### config.mk
export PLATFORM = sky130hd
export DESIGN_NAME = esv_decoder
export DESIGN_NICKNAME = d
export VERILOG_FILES = /design/src/rtl/esv_pkg.sv /design/src/rtl/esv_lane_sel.sv /design/src/rtl/esv_trs_det.sv /design/src/rtl/esv_decoder.sv
export SDC_FILE = /design/constraint.sdc
export NUM_CORES = 1
export LEC_CHECK = 0
export CORE_ASPECT_RATIO = 1.25
export CORE_UTILIZATION = 25
export CTS_CLUSTER_SIZE = 10
export DETAILED_ROUTE_END_ITERATION = 7
export GPL_ROUTABILITY_DRIVEN = 0
export GPL_TIMING_DRIVEN = 1
export PLACE_DENSITY = 0.5
export SYNTH_ARGS = -nofsm -noshare
export SYNTH_HDL_FRONTEND = slang
export SYNTH_SLANG_ARGS = --single-unit
### constraint.sdc
create_clock -name clk -period 5.3 [get_ports clk]
set_clock_uncertainty 0.15 [all_clocks]
set_input_delay 0.53 -clock clk [delete_from_list [all_inputs] [get_ports clk]]
set_output_delay 0.53 -clock clk [all_outputs]
set_load 0.02 [all_outputs]
### src/rtl/esv_pkg.sv
package esv_pkg;

  typedef struct packed {
    logic f;
    logic v;
    logic h;
  } esv_code_t;

  localparam logic [7:0] ESV_PRE_HI = 8'hFF;
  localparam logic [7:0] ESV_PRE_LO = 8'h00;

  // protected form of a timing word for a given flag set
  function automatic logic [7:0] esv_xy(input logic f, input logic v, input logic h);
    return {1'b1, f, v, h, v ^ h, f ^ h, f ^ v, f ^ v ^ h};
  endfunction

endpackage

### src/rtl/esv_lane_sel.sv
module esv_lane_sel (
  input  logic        mode_hd,
  input  logic        byte_swap,
  input  logic [15:0] din,
  output logic [7:0]  sync_lane,
  output logic [7:0]  c_lane
);

  always_comb begin
    if (mode_hd) begin
      sync_lane = din[15:8];
      c_lane    = din[7:0];
    end else begin
      sync_lane = byte_swap ? din[15:8] : din[7:0];
      c_lane    = sync_lane;
    end
  end

endmodule

### src/rtl/esv_trs_det.sv
module esv_trs_det
  import esv_pkg::*;
(
  input  logic       clk,
  input  logic       rst_n,
  input  logic       en,
  input  logic [7:0] lane,
  output logic       hit,
  output logic       ok,
  output esv_code_t  code
);

  logic [7:0] d1_q, d2_q, d3_q;

  always_ff @(posedge clk or negedge rst_n) begin
    if (!rst_n) begin
      d1_q <= 8'h0;
      d2_q <= 8'h0;
      d3_q <= 8'h0;
    end else if (en) begin
      d1_q <= lane;
      d2_q <= d1_q;
      d3_q <= d2_q;
    end
  end

  always_comb begin
    hit  = (d3_q == ESV_PRE_HI) && (d2_q == ESV_PRE_LO) && (d1_q == ESV_PRE_LO);
    code = '{f: lane[6], v: lane[5], h: lane[4]};
    ok   = (lane == esv_xy(lane[6], lane[5], lane[4]));
  end

endmodule

### src/rtl/esv_decoder.sv
module esv_decoder
  import esv_pkg::*;
#(
  parameter int LINE_W = 11,
  parameter int ERR_W  = 8
) (
  input  logic              clk,
  input  logic              rst_n,
  input  logic              mode_hd,
  input  logic              byte_swap,
  input  logic [15:0]       din,
  output logic              pix_valid,
  output logic [7:0]        pix_y,
  output logic [7:0]        pix_c,
  output logic              pix_sol,
  output logic              pix_sof,
  output logic              pix_field,
  output logic [LINE_W-1:0] pix_line,
  output logic [ERR_W-1:0]  err_cnt
);

  localparam logic [ERR_W-1:0] ERR_MAX = {ERR_W{1'b1}};

  // reset: asserted asynchronously, released on the clock
  logic rs1_q, rs2_q, rst_i_n;
  always_ff @(posedge clk or negedge rst_n) begin
    if (!rst_n) begin
      rs1_q <= 1'b0;
      rs2_q <= 1'b0;
    end else begin
      rs1_q <= 1'b1;
      rs2_q <= rs1_q;
    end
  end
  assign rst_i_n = rs2_q;

  logic [7:0] sync_lane, c_lane;
  logic       hit, ok;
  esv_code_t  code;

  esv_lane_sel u_lane (
    .mode_hd   (mode_hd),
    .byte_swap (byte_swap),
    .din       (din),
    .sync_lane (sync_lane),
    .c_lane    (c_lane)
  );

  esv_trs_det u_det (
    .clk   (clk),
    .rst_n (rst_i_n),
    .en    (1'b1),
    .lane  (sync_lane),
    .hit   (hit),
    .ok    (ok),
    .code  (code)
  );

  // tracker state
  logic              f_q, v_q, act_q, ph_q, sofp_q, solp_q;
  logic              f_n, v_n, act_n, ph_n, sofp_n, solp_n;
  logic [7:0]        ch_q, ch_n;
  logic [LINE_W-1:0] fl_q, fl_n;
  logic [ERR_W-1:0]  err_q, err_n;
  // output stage next values
  logic              ov_n, osol_n, osof_n, ofld_n;
  logic [7:0]        oy_n, oc_n;
  logic [LINE_W-1:0] oln_n;

  always_comb begin
    f_n    = f_q;
    v_n    = v_q;
    act_n  = act_q;
    ph_n   = ph_q;
    sofp_n = sofp_q;
    solp_n = solp_q;
    ch_n   = ch_q;
    fl_n   = fl_q;
    err_n  = err_q;
    ov_n   = 1'b0;
    osol_n = 1'b0;
    osof_n = 1'b0;
    oy_n   = sync_lane;
    oc_n   = mode_hd ? c_lane : ch_q;
    ofld_n = f_q;
    oln_n  = mode_hd ? fl_q : {fl_q[LINE_W-2:0], f_q};

    if (hit) begin
      if (!ok) begin
        if (err_q != ERR_MAX) err_n = err_q + 1'b1;
      end else begin
        f_n = code.f;
        v_n = code.v;
        if (mode_hd ? (v_q && !code.v) : (f_q && !code.f)) sofp_n = 1'b1;
        if (code.h) begin
          act_n = 1'b0;
          fl_n  = code.v ? '0 : fl_q + 1'b1;
        end else begin
          act_n = !code.v;
          ph_n  = 1'b0;
          if (!code.v) solp_n = 1'b1;
        end
      end
    end else if (act_q) begin
      if (sync_lane == ESV_PRE_HI) begin
        act_n = 1'b0;
      end else if (mode_hd || ph_q) begin
        ov_n   = 1'b1;
        osol_n = solp_q;
        osof_n = solp_q & sofp_q;
        solp_n = 1'b0;
        if (solp_q) sofp_n = 1'b0;
        ph_n   = 1'b0;
      end else begin
        ch_n = sync_lane;
        ph_n = 1'b1;
      end
    end
  end

  always_ff @(posedge clk or negedge rst_i_n) begin
    if (!rst_i_n) begin
      f_q    <= 1'b0;
      v_q    <= 1'b0;
      act_q  <= 1'b0;
      ph_q   <= 1'b0;
      sofp_q <= 1'b0;
      solp_q <= 1'b0;
      ch_q   <= 8'h0;
      fl_q   <= '0;
      err_q  <= '0;
    end else begin
      f_q    <= f_n;
      v_q    <= v_n;
      act_q  <= act_n;
      ph_q   <= ph_n;
      sofp_q <= sofp_n;
      solp_q <= solp_n;
      ch_q   <= ch_n;
      fl_q   <= fl_n;
      err_q  <= err_n;
    end
  end

  always_ff @(posedge clk or negedge rst_i_n) begin
    if (!rst_i_n) begin
      pix_valid <= 1'b0;
      pix_sol   <= 1'b0;
      pix_sof   <= 1'b0;
      pix_y     <= 8'h0;
      pix_c     <= 8'h0;
      pix_field <= 1'b0;
      pix_line  <= '0;
    end else begin
      pix_valid <= ov_n;
      pix_sol   <= osol_n;
      pix_sof   <= osof_n;
      if (ov_n) begin
        pix_y     <= oy_n;
        pix_c     <= oc_n;
        pix_field <= ofld_n;
        pix_line  <= oln_n;
      end
    end
  end

  assign err_cnt = err_q;

endmodule

-- Word level (Yosys, flattened, before mapping)
Cells that the tools add are included.
- latch bits: 0
- logic and storage cells: 103
- memories: 0
- flip-flop bits (word level): 90
- input bits: 20
- output and inout bits: 39
- ROM bits: 0
- bits in writable memories: 0
- magnitude comparators: 0
- mux-type cells: 43
- multipliers: 0
- shift operators: 0
- add/subtract/negate cells: 2
- bitwise operators: 9
- reduce and logical (&&, ||, !) cells: 19
- divide/modulo/power cells: 0
- equal/unequal tests: 9
- operator list (operator ; number):
    2-to-1 mux 1 bit ; 38
    2-to-1 mux 8 bit ; 3
    2-to-1 mux 11 bit ; 2
    equality test 8 bit (second input constant) ; 2
    logical NOT 8 bit ; 2
    AND reduction 6 bit ; 2
    adder 11 x 1 -> 11 bit (second input constant) ; 1
    adder 8 x 1 -> 8 bit (second input constant) ; 1
    inequality test 8 bit (second input constant) ; 1
    AND reduction 4 bit ; 2
    inequality test 2 bit (second input constant) ; 3
    AND reduction 3 bit ; 2
    nonzero test 2 bit ; 3
    equality test 5 bit ; 1
    logical AND 1 bit ; 4
    inequality test 2 x 1 -> 1 bit (second input constant) ; 2
    NOT 1 bit ; 4
    XOR 1 bit ; 4
    logical NOT 1 bit ; 2
    AND reduction 2 bit ; 1
    bitwise AND 1 bit ; 1
    logical OR 1 bit ; 1

-- Longest topological paths before layout
Gate-level depths: netlist of the first run.
- depth in word-level cells: 8
- mapped depth: 13
- depth with buffers taken out: 11

-- Hierarchy
From an unflattened synthesis of the first run, not the netlist that was laid out.
- cell total of the unflattened synthesis: 366
- area, all modules: 4289.1 sq um
- by module, submodules not included (module ; cells an instance ; times used ; seq. area each (sq um) ; area each (sq um)):
    esv_decoder ; 265 ; 1 ; 1651.6 ; 2940.3
    esv_trs_det ; 82 ; 1 ; 600.6 ; 1107.3
    esv_lane_sel ; 19 ; 1 ; 0.0 ; 241.5

-- Worst setup path before layout of the first run
No wires, ideal clock.
- path kind: input port to flip-flop
- start point: in mode_hd
- end point: reg err_q[1] (netlist: err_cnt[1])
- data required time: 5.023 ns
- stages: 10
- path buffers: 2
- arrival time: 2.972 ns
- setup time: 0.127 ns
- slack: 2.051 ns
- cells stage by stage: buf_2 -> or2_1 -> buf_2 -> mux2i_2 -> ha_1 -> xnor2_1 -> a32oi_1 -> a31oi_2 -> a311oi_4 -> mux2_1
- longest elaborated chain between the ends: 6
- elaborated cells between the ends (all ways): 8
- classes of those cells: eq/ne: 1; mux: 1; bitwise: 5; reduce/logical: 1
- RTL lines (what ; line ; source):
    start, declared ; esv_decoder.sv:9 ; input logic mode_hd,
    2-to-1 mux 8 bit (*) ; esv_lane_sel.sv:10 ; if (mode_hd) begin
    XOR 1 bit (2 in a row) ; esv_pkg.sv:14 ; return {1'b1, f, v, h, v ^ h, f ^ h, f ^ v, f ^ v ^ h};
    equality test 5 bit (*) ; esv_trs_det.sv:30 ; ok = (lane == esv_xy(lane[6], lane[5], lane[4]));
    NOT 1 bit (no source line) (*) ; - ;
    AND reduction 3 bit (no source line) (*) ; - ;
    end signal, assigned ; esv_decoder.sv:141 ; err_q <= err_n;
    end, declared ; esv_decoder.sv:64 ; logic [ERR_W-1:0] err_q, err_n;
Every way passes the cells marked *; elsewhere a longest branch is shown, timed or not.
A chain may end at the register's enable or synchronous reset.

==> results.yml, run 1 <==
outcome:
  run_status: "complete, no violations"
worst_setup_path:
  worstSetupPathType: "in -> reg"
  worst-endpoint-arrival_ns: 4.11
  cp_max_fo: 27
  startpoint_type: "primary input"
  path_common_cell: "sky130_fd_sc_hd__nand2_1"
  critical_path_required_ns: 5.39
  critical_path_sink_type: "flip-flop"
  critical-path-max-stage-delay_ns: 0.58
  timing.critical_path.slowest_stage_cell: "sky130_fd_sc_hd__or2_0"
  cp_cell_sequence: "clkdlybuf4s50_1 -> buf_4 -> nor2_1 -> nand2_1 -> nand2_1 -> inv_1 -> ha_1 -> xnor2_1 -> a32oi_1 -> a21oi_1 -> nand4_2 -> or2_0 -> o31ai_2"
synth:
  synth.area.mux_share_pct: 9.198
  synth.top_cells.by_area: "sky130_fd_sc_hd__dfrtp_1 57%, sky130_fd_sc_hd__mux2i_1 5.1%, sky130_fd_sc_hd__o21ai_1 4.9%"
  yosys_most_used_dff: "sky130_fd_sc_hd__dfrtp_1"
  synth-simple-area-share_pct: 15.71
  synthesis.area_per_instance_um2: 11.36
  ys.warnings.count: 0
  synth_cells: 345
  async_reset_ff_share_pct: 100.0
  synth-compound-area-share_pct: 10.73
  combinational_family_with_the_most_area_after_synthesis: "simple AND/OR/NAND/NOR gates"
  synth_nets: 369
  synth_cell_type_count: 50
  yosysTopAreaCellShare_pct: 57.49
  synthXorXnorAreaFrac_pct: 3.354
  synth_top_area_cell: "sky130_fd_sc_hd__dfrtp_1"
  synth-edff-count: 0
  post_synth_instance_area_mm2: 0.003918
  ys_seq_elements: 90
  post_synthesis_sequential_area_ratio_pct: 57.49
  synthAdderAreaFrac_pct: 1.278
cts:
  cts-root-to-sink-buffers: 2
  post_cts_hold_buffer_count: 0
  cts.repair_timing.setup_buffer_count: 0
  insertion_delay_ns: 0.34
  cts_root_buf: "sky130_fd_sc_hd__clkbuf_16"
  clock_transition_time_at_the_flip_flop_clock_pins_of_the_worst_setup_and_hold_paths_ns: 0.06
  cts_htree_levels: 3
  tritoncts_num_sinks: 90
  numCtsBuffers: 9
  postCtsResizedCells: 0
  tritoncts: "yes"
sta:
  max_slew_margin_pct: 35.54
  rsz0062_at_grt: "false"
  final.period_utilization_pct: 75.77
  final-max-slew-violation-count: 0
  final_min_period_ns: 4.016
  final-hold-violation-count: 0
  max_freq_mhz: 249.0
  tns_ns: 0
  setup_viol: 0
  tightest_slew_ns: 0.9634
global_routing:
  grt_use_total_pct: 12.36
  grt_overflow: 0
  grt_pass1_wl_mm: 15.17
  grt_pass1_vias: 2916
  pin_count_of_the_biggest_net_entering_global_routing: 66
  number_of_antenna_violations_at_the_first_check_in_global_routing: 0
hold_path:
  holdCritPathClass: "reg -> async"
job:
  max_cap_viol_count: 0
die:
  floorplan.die.width_um: 114.0
  initial_utilization_pct: 25.88
  dieArea_mm2: 0.01618
  boundaryPins: 59
  die_height_um: 142.0
  placeableCoreArea_mm2: 0.01514
  fp-row-count: 50
power:
  ir_worst_vdd_mv: 0.1380
  power.leakage_nw: 2.175
  p_per_area_mw_per_mm2: 288.3
detailed_routing:
  antenna_violating_nets_post_route: 0
  avgViaCountPerCell: 4.530
  dr_total_vias: 2804
  drtPass1Iterations: 4
  drtIter0Drc: 101
  postRouteWirelength_mm: 9.318
  detail_route.drc_violations: 0
  route.detailed.wl_per_inst_um: 15.05
finish:
  num-nets-final: 430
  finish.utilization_pct: 33.28
  diodes: 0
  signed_area_change_from_the_synthesized_netlist_to_the_final_layout_pct: 28.62
  fraction_of_final_layout_cells_sized_beyond_drive_strength_1_pct: 10.95
placement:
  portBuffers: 58
  dp_hpwl_mm: 6.690
## power by group
part,switching (mW),total (mW),internal (mW)
combinational,0.0570,0.0946,0.0376
sequential,0.0102,0.713,0.703
clock,0.266,0.645,0.379
total,0.333,1.45,1.12
## worst paths after layout
kind	slack (ns)	cells past startpoint	endpoint	startpoint
hold / removal	0.07	0	u_det.d2_q[0]	rs2_q
hold reg to reg	0.07	0	u_det.d2_q[0]	rs2_q
setup / recovery	1.28	13	fl_q[3]	mode_hd
min in group clk	0.20	0	rs2_q	rs1_q
setup reg to reg	2.38	6	fl_q[3]	u_det.d2_q[5]
max in group asynchronous	3.78	1	err_cnt[3]	rs2_q
## synth_stat cells (2+ instances only)
| cell type | instances |
|---|---|
| sky130_fd_sc_hd__buf_2 | 4 |
| sky130_fd_sc_hd__xor2_1 | 5 |
| sky130_fd_sc_hd__mux2_2 | 6 |
| sky130_fd_sc_hd__and4_1 | 2 |
| sky130_fd_sc_hd__or4_4 | 2 |
| sky130_fd_sc_hd__clkbuf_1 | 7 |
| sky130_fd_sc_hd__inv_1 | 5 |
| sky130_fd_sc_hd__xnor2_1 | 10 |
| sky130_fd_sc_hd__ha_1 | 4 |
| sky130_fd_sc_hd__dfrtp_1 | 90 |
| sky130_fd_sc_hd__mux2i_1 | 20 |
| sky130_fd_sc_hd__o21ai_0 | 10 |
| sky130_fd_sc_hd__o21ai_1 | 38 |
| sky130_fd_sc_hd__a31oi_1 | 2 |
| sky130_fd_sc_hd__and3_1 | 7 |
| sky130_fd_sc_hd__and2_1 | 4 |
| sky130_fd_sc_hd__mux2_1 | 7 |
| sky130_fd_sc_hd__nand3_1 | 13 |
| sky130_fd_sc_hd__nand2b_1 | 5 |
| sky130_fd_sc_hd__o31ai_2 | 3 |
| sky130_fd_sc_hd__nand2_1 | 47 |
| sky130_fd_sc_hd__inv_2 | 2 |
| sky130_fd_sc_hd__nor2_1 | 14 |
| sky130_fd_sc_hd__nand4_1 | 6 |
| sky130_fd_sc_hd__or3_1 | 3 |
| sky130_fd_sc_hd__a21oi_1 | 4 |
| sky130_fd_sc_hd__a32oi_1 | 2 |
## flip-flops by register name, indices dropped and copies added (netlist names), 8 cells and up
name        cells
fl_q           11
pix_line       11
u_det.d3_q      8
pix_y           8
ch_q            8
pix_c           8
u_det.d2_q      8
err_cnt         8
u_det.d1_q      8
## area by class of cell
type	instances	area, um^2
Inverter	7	26.28
Clock buffer	10	239.0
Timing Repair Buffer	62	610.6
Multi-Input combinational cell	236	1582
Clock inverter	6	65.06
Fill cell	1554	10100
Sequential cell	90	2256
Tap cell	208	260.3
## layer usage
metal,vias up,global-route usage [%],routed length (um)
met2,56,21.21,4786
met4,0,4.921,131
met3,8,2.257,275
met1,1407,15.29,4124
li1,1333,-,-
met5,-,0,0
## stage by stage
stage          setup slack [ns]  power (mW)  hold WS (ns)  cells  instance area, um^2
4_1_cts                   1.328       1.473       0.08348    619                 5039
5_1_grt                   1.018       1.513       0.09670    619                 5039
3_3_place_gp              1.090      0.8213       0.07760    603                 4735
2_1_floorplan             2.051      0.7779       0.08441    345                 3918
3_5_place_dp             0.9726      0.8221       0.08131    603                 4735
6_report                  1.284       1.453       0.07112    619                 5039
## logic make-up after synthesis
kind of cell,after synthesis
buffers and inverters,19
adders and majority gates,4
and+or+nand+nor,116
AOI/OAI and AO/OA,66
DFF,90
muxes,34
xor gates and xnor gates,15
other,1
## cell usage in the layout (no fill, tap or decap), drive strengths merged, types with 2 or more instances in the layout
| cell | synthesis | layout |
|---|---|---|
| a21oi | 4 | 4 |
| a2bb2oi | 2 | 2 |
| a31oi | 3 | 3 |
| a32oi | 2 | 2 |
| and2 | 4 | 4 |
| and3 | 8 | 8 |
| and4 | 2 | 2 |
| buf | 5 | 4 |
| clkbuf | 7 | 10 |
| clkdlybuf4s50 | 0 | 58 |
| clkinv | 0 | 3 |
| dfrtp | 90 | 90 |
| ha | 4 | 4 |
| inv | 7 | 8 |
| mux2 | 13 | 13 |
| mux2i | 21 | 21 |
| nand2 | 47 | 47 |
| nand2b | 5 | 5 |
| nand3 | 14 | 14 |
| nand4 | 7 | 7 |
| nor2 | 14 | 14 |
| o21ai | 48 | 48 |
| o31ai | 3 | 3 |
| or2 | 3 | 3 |
| or3 | 3 | 3 |
| or4 | 3 | 3 |
| xnor2 | 10 | 10 |
| xor2 | 5 | 5 |
## critical path, delay by kind of cell
kind	cells	cell delay, ns
and+or+nand+nor	5	1.60
AOI/OAI and AO/OA	3	0.64
xor gates and xnor gates	1	0.18
adders and majority gates	1	0.34
buffers and inverters	3	0.80
Power figures use the tool's default switching activity.
==> run 2: changes to the inputs <==
- clock period: 5.3 -> 3.8 ns (I/O delays scaled with it)
==> results.yml, run 2 (same netlist as run 1, synthesis figures left out) <==
outcome:
  run_status: "complete, no violations"
hold_path:
  holdCritPathClass: "in -> async"
finish:
  mostFrequentLayoutCells: "89 x sky130_fd_sc_hd__dfrtp_1, 58 x sky130_fd_sc_hd__clkdlybuf4s50_1, 47 x sky130_fd_sc_hd__nand2_1"
  fraction_of_final_layout_cells_sized_beyond_drive_strength_1_pct: 11.33
  num-nets-final: 434
  diodes: 0
  most_frequent_standard_cell_in_the_layout_excluding_fill_and_tap_cells: "sky130_fd_sc_hd__dfrtp_1"
  n_fill_cell: 1577
  total_area_of_multi_input_combinational_cells_mm2: 0.001582
  sequential_cell_area_mm2: 0.002256
  signed_area_change_from_the_synthesized_netlist_to_the_final_layout_pct: 28.97
  top_regs: "fl_q x11, pix_line x11"
  final_area_mm2: 0.005052
global_routing:
  grt_overflow: 0
  grt_use_total_pct: 12.71
  pin_count_of_the_biggest_net_entering_global_routing: 89
  grt_pass1_vias: 2979
  number_of_antenna_violations_at_the_first_check_in_global_routing: 0
  gr-usage-met1_pct: 15.61
  grt_busiest_layer: "met2"
  grtUsageMet2_pct: 21.50
  met3_usage_pct: 2.513
  grt_pass1_wl_mm: 15.74
cts:
  cts.repair_timing.setup_buffer_count: 0
  cts-root-to-sink-buffers: 2
  clock_transition_time_at_the_flip_flop_clock_pins_of_the_worst_setup_and_hold_paths_ns: 0.07
  postCtsResizedCells: 0
  numCtsBuffers: 9
  cts_htree_levels: 3
  post_cts_hold_buffer_count: 0
  cts_root_buf: "sky130_fd_sc_hd__clkbuf_16"
  tritoncts_num_sinks: 90
  tritoncts: "yes"
  insertion_delay_ns: 0.33
die:
  dieArea_mm2: 0.01618
  die_height_um: 142.0
  placeableCoreArea_mm2: 0.01514
  floorplan.die.width_um: 114.0
  initial_utilization_pct: 25.88
  boundaryPins: 59
  fp-row-count: 50
power:
  power.leakage_nw: 2.180
  ir_worst_vdd_mv: 0.1866
  p_per_area_mw_per_mm2: 395.8
worst_setup_path:
  critical_path_required_ns: 3.84
  critical-path-max-stage-delay_ns: 0.63
  crit-reg2reg-launch: "u_det.d2_q[5]"
  cp_max_fo: 10
  reg2reg_depth: 6
  startpoint_type: "primary input"
  ff2ff_setup_slack_ns: 1.09
  reg2reg_to: "pix_y[2]"
  cp_cell_sequence: "clkdlybuf4s50_1 -> or2_1 -> mux2i_2 -> ha_1 -> xnor2_1 -> a32oi_1 -> a21oi_1 -> nand4_2 -> or2_0 -> o21ai_1"
  worst-endpoint-arrival_ns: 3.17
  worstSetupPathType: "in -> reg"
  critical_path_sink_type: "flip-flop"
  timing.critical_path.slowest_stage_cell: "sky130_fd_sc_hd__clkdlybuf4s50_1"
detailed_routing:
  avgViaCountPerCell: 4.374
  postRouteWirelength_mm: 9.324
  drtIter0Drc: 139
  dr_total_vias: 2725
  antenna_violating_nets_post_route: 0
  route.detailed.wl_per_inst_um: 14.97
  detail_route.drc_violations: 0
  drtPass1Iterations: 4
sta:
  rsz0062_at_grt: "false"
  final-hold-violation-count: 0
  max_freq_mhz: 319.9
  setup_viol: 0
  tightest_slew_ns: 1.134
  final.period_utilization_pct: 82.27
  max_slew_margin_pct: 24.43
  final-max-slew-violation-count: 0
  tns_ns: 0
  worst_slack_ns: 0.6739
  final_min_period_ns: 3.126
placement:
  dpl_cell_area_mm2: 0.004765
  dp_hpwl_mm: 6.760
  portBuffers: 58
  pre_cts_ws_ns: 0.3359
job:
  max_cap_viol_count: 0
## run 2: cell types whose count changed in the layout (fill, tap and decap cells not counted)
cell,previous run,this run
sky130_fd_sc_hd__clkbuf_8,1,0
sky130_fd_sc_hd__inv_6,1,0
sky130_fd_sc_hd__clkinvlp_4,1,2
sky130_fd_sc_hd__clkinv_4,1,0
sky130_fd_sc_hd__buf_4,4,8
sky130_fd_sc_hd__clkbuf_1,0,2
## run 2: through the flow
stage	utilization (%)	hold WS (ns)	total power, mW	std cells
after floorplan	-	-0.06559	1.085	345
final	33.37	0.05368	2.000	623
after global routing	33.37	0.05390	2.080	623
after detailed placement	31.47	0.1894	1.149	607
after CTS	33.37	0.04208	2.033	623
after global placement	31.47	0.1895	1.146	607
## run 2: cell type report
type                       instances  share of cell area (%)
clock buffer                      11                   4.606
sequential                        90                   44.65
timing repair buffer              66                   12.68
multi-input combinational        236                   31.30
inverter                           7                  0.5201
tap                              208                   5.151
clock inverter                     5                   1.090
## run 2: critical path, delay by kind of cell
kind            cells  cell delay (ns)
simple gates        3             0.87
buf+inv             1             0.63
compound gates      3             0.59
fa+ha+maj           1             0.30
mux                 1             0.25
xor+xnor            1             0.14
## run 2: worst max-delay path by stage
stage	start	endpoint	slack (ns)	cells after the start
4_1_cts	mode_hd	fl_q[6]	0.69	10
6_report	mode_hd	fl_q[6]	0.67	10
3_3_place_gp	mode_hd	pix_y[2]	0.39	10
5_1_grt	mode_hd	fl_q[8]	0.47	10
3_5_place_dp	mode_hd	fl_q[8]	0.34	10
2_1_floorplan	mode_hd	err_cnt[1]	0.70	10
## run 2: report_power, final
group	total, mW	internal (mW)	switching [mW]
Sequential	1.01	0.980	0.0267
Combinational	0.121	0.0538	0.0673
Clock	0.872	0.508	0.364
Total	2.00	1.54	0.458
## run 2: layer usage
metal  wire (um)  share of wire, %
met4         233               2.5
met2        4659                50
met3         298               3.2
met5           0                 0
met1        4132                44
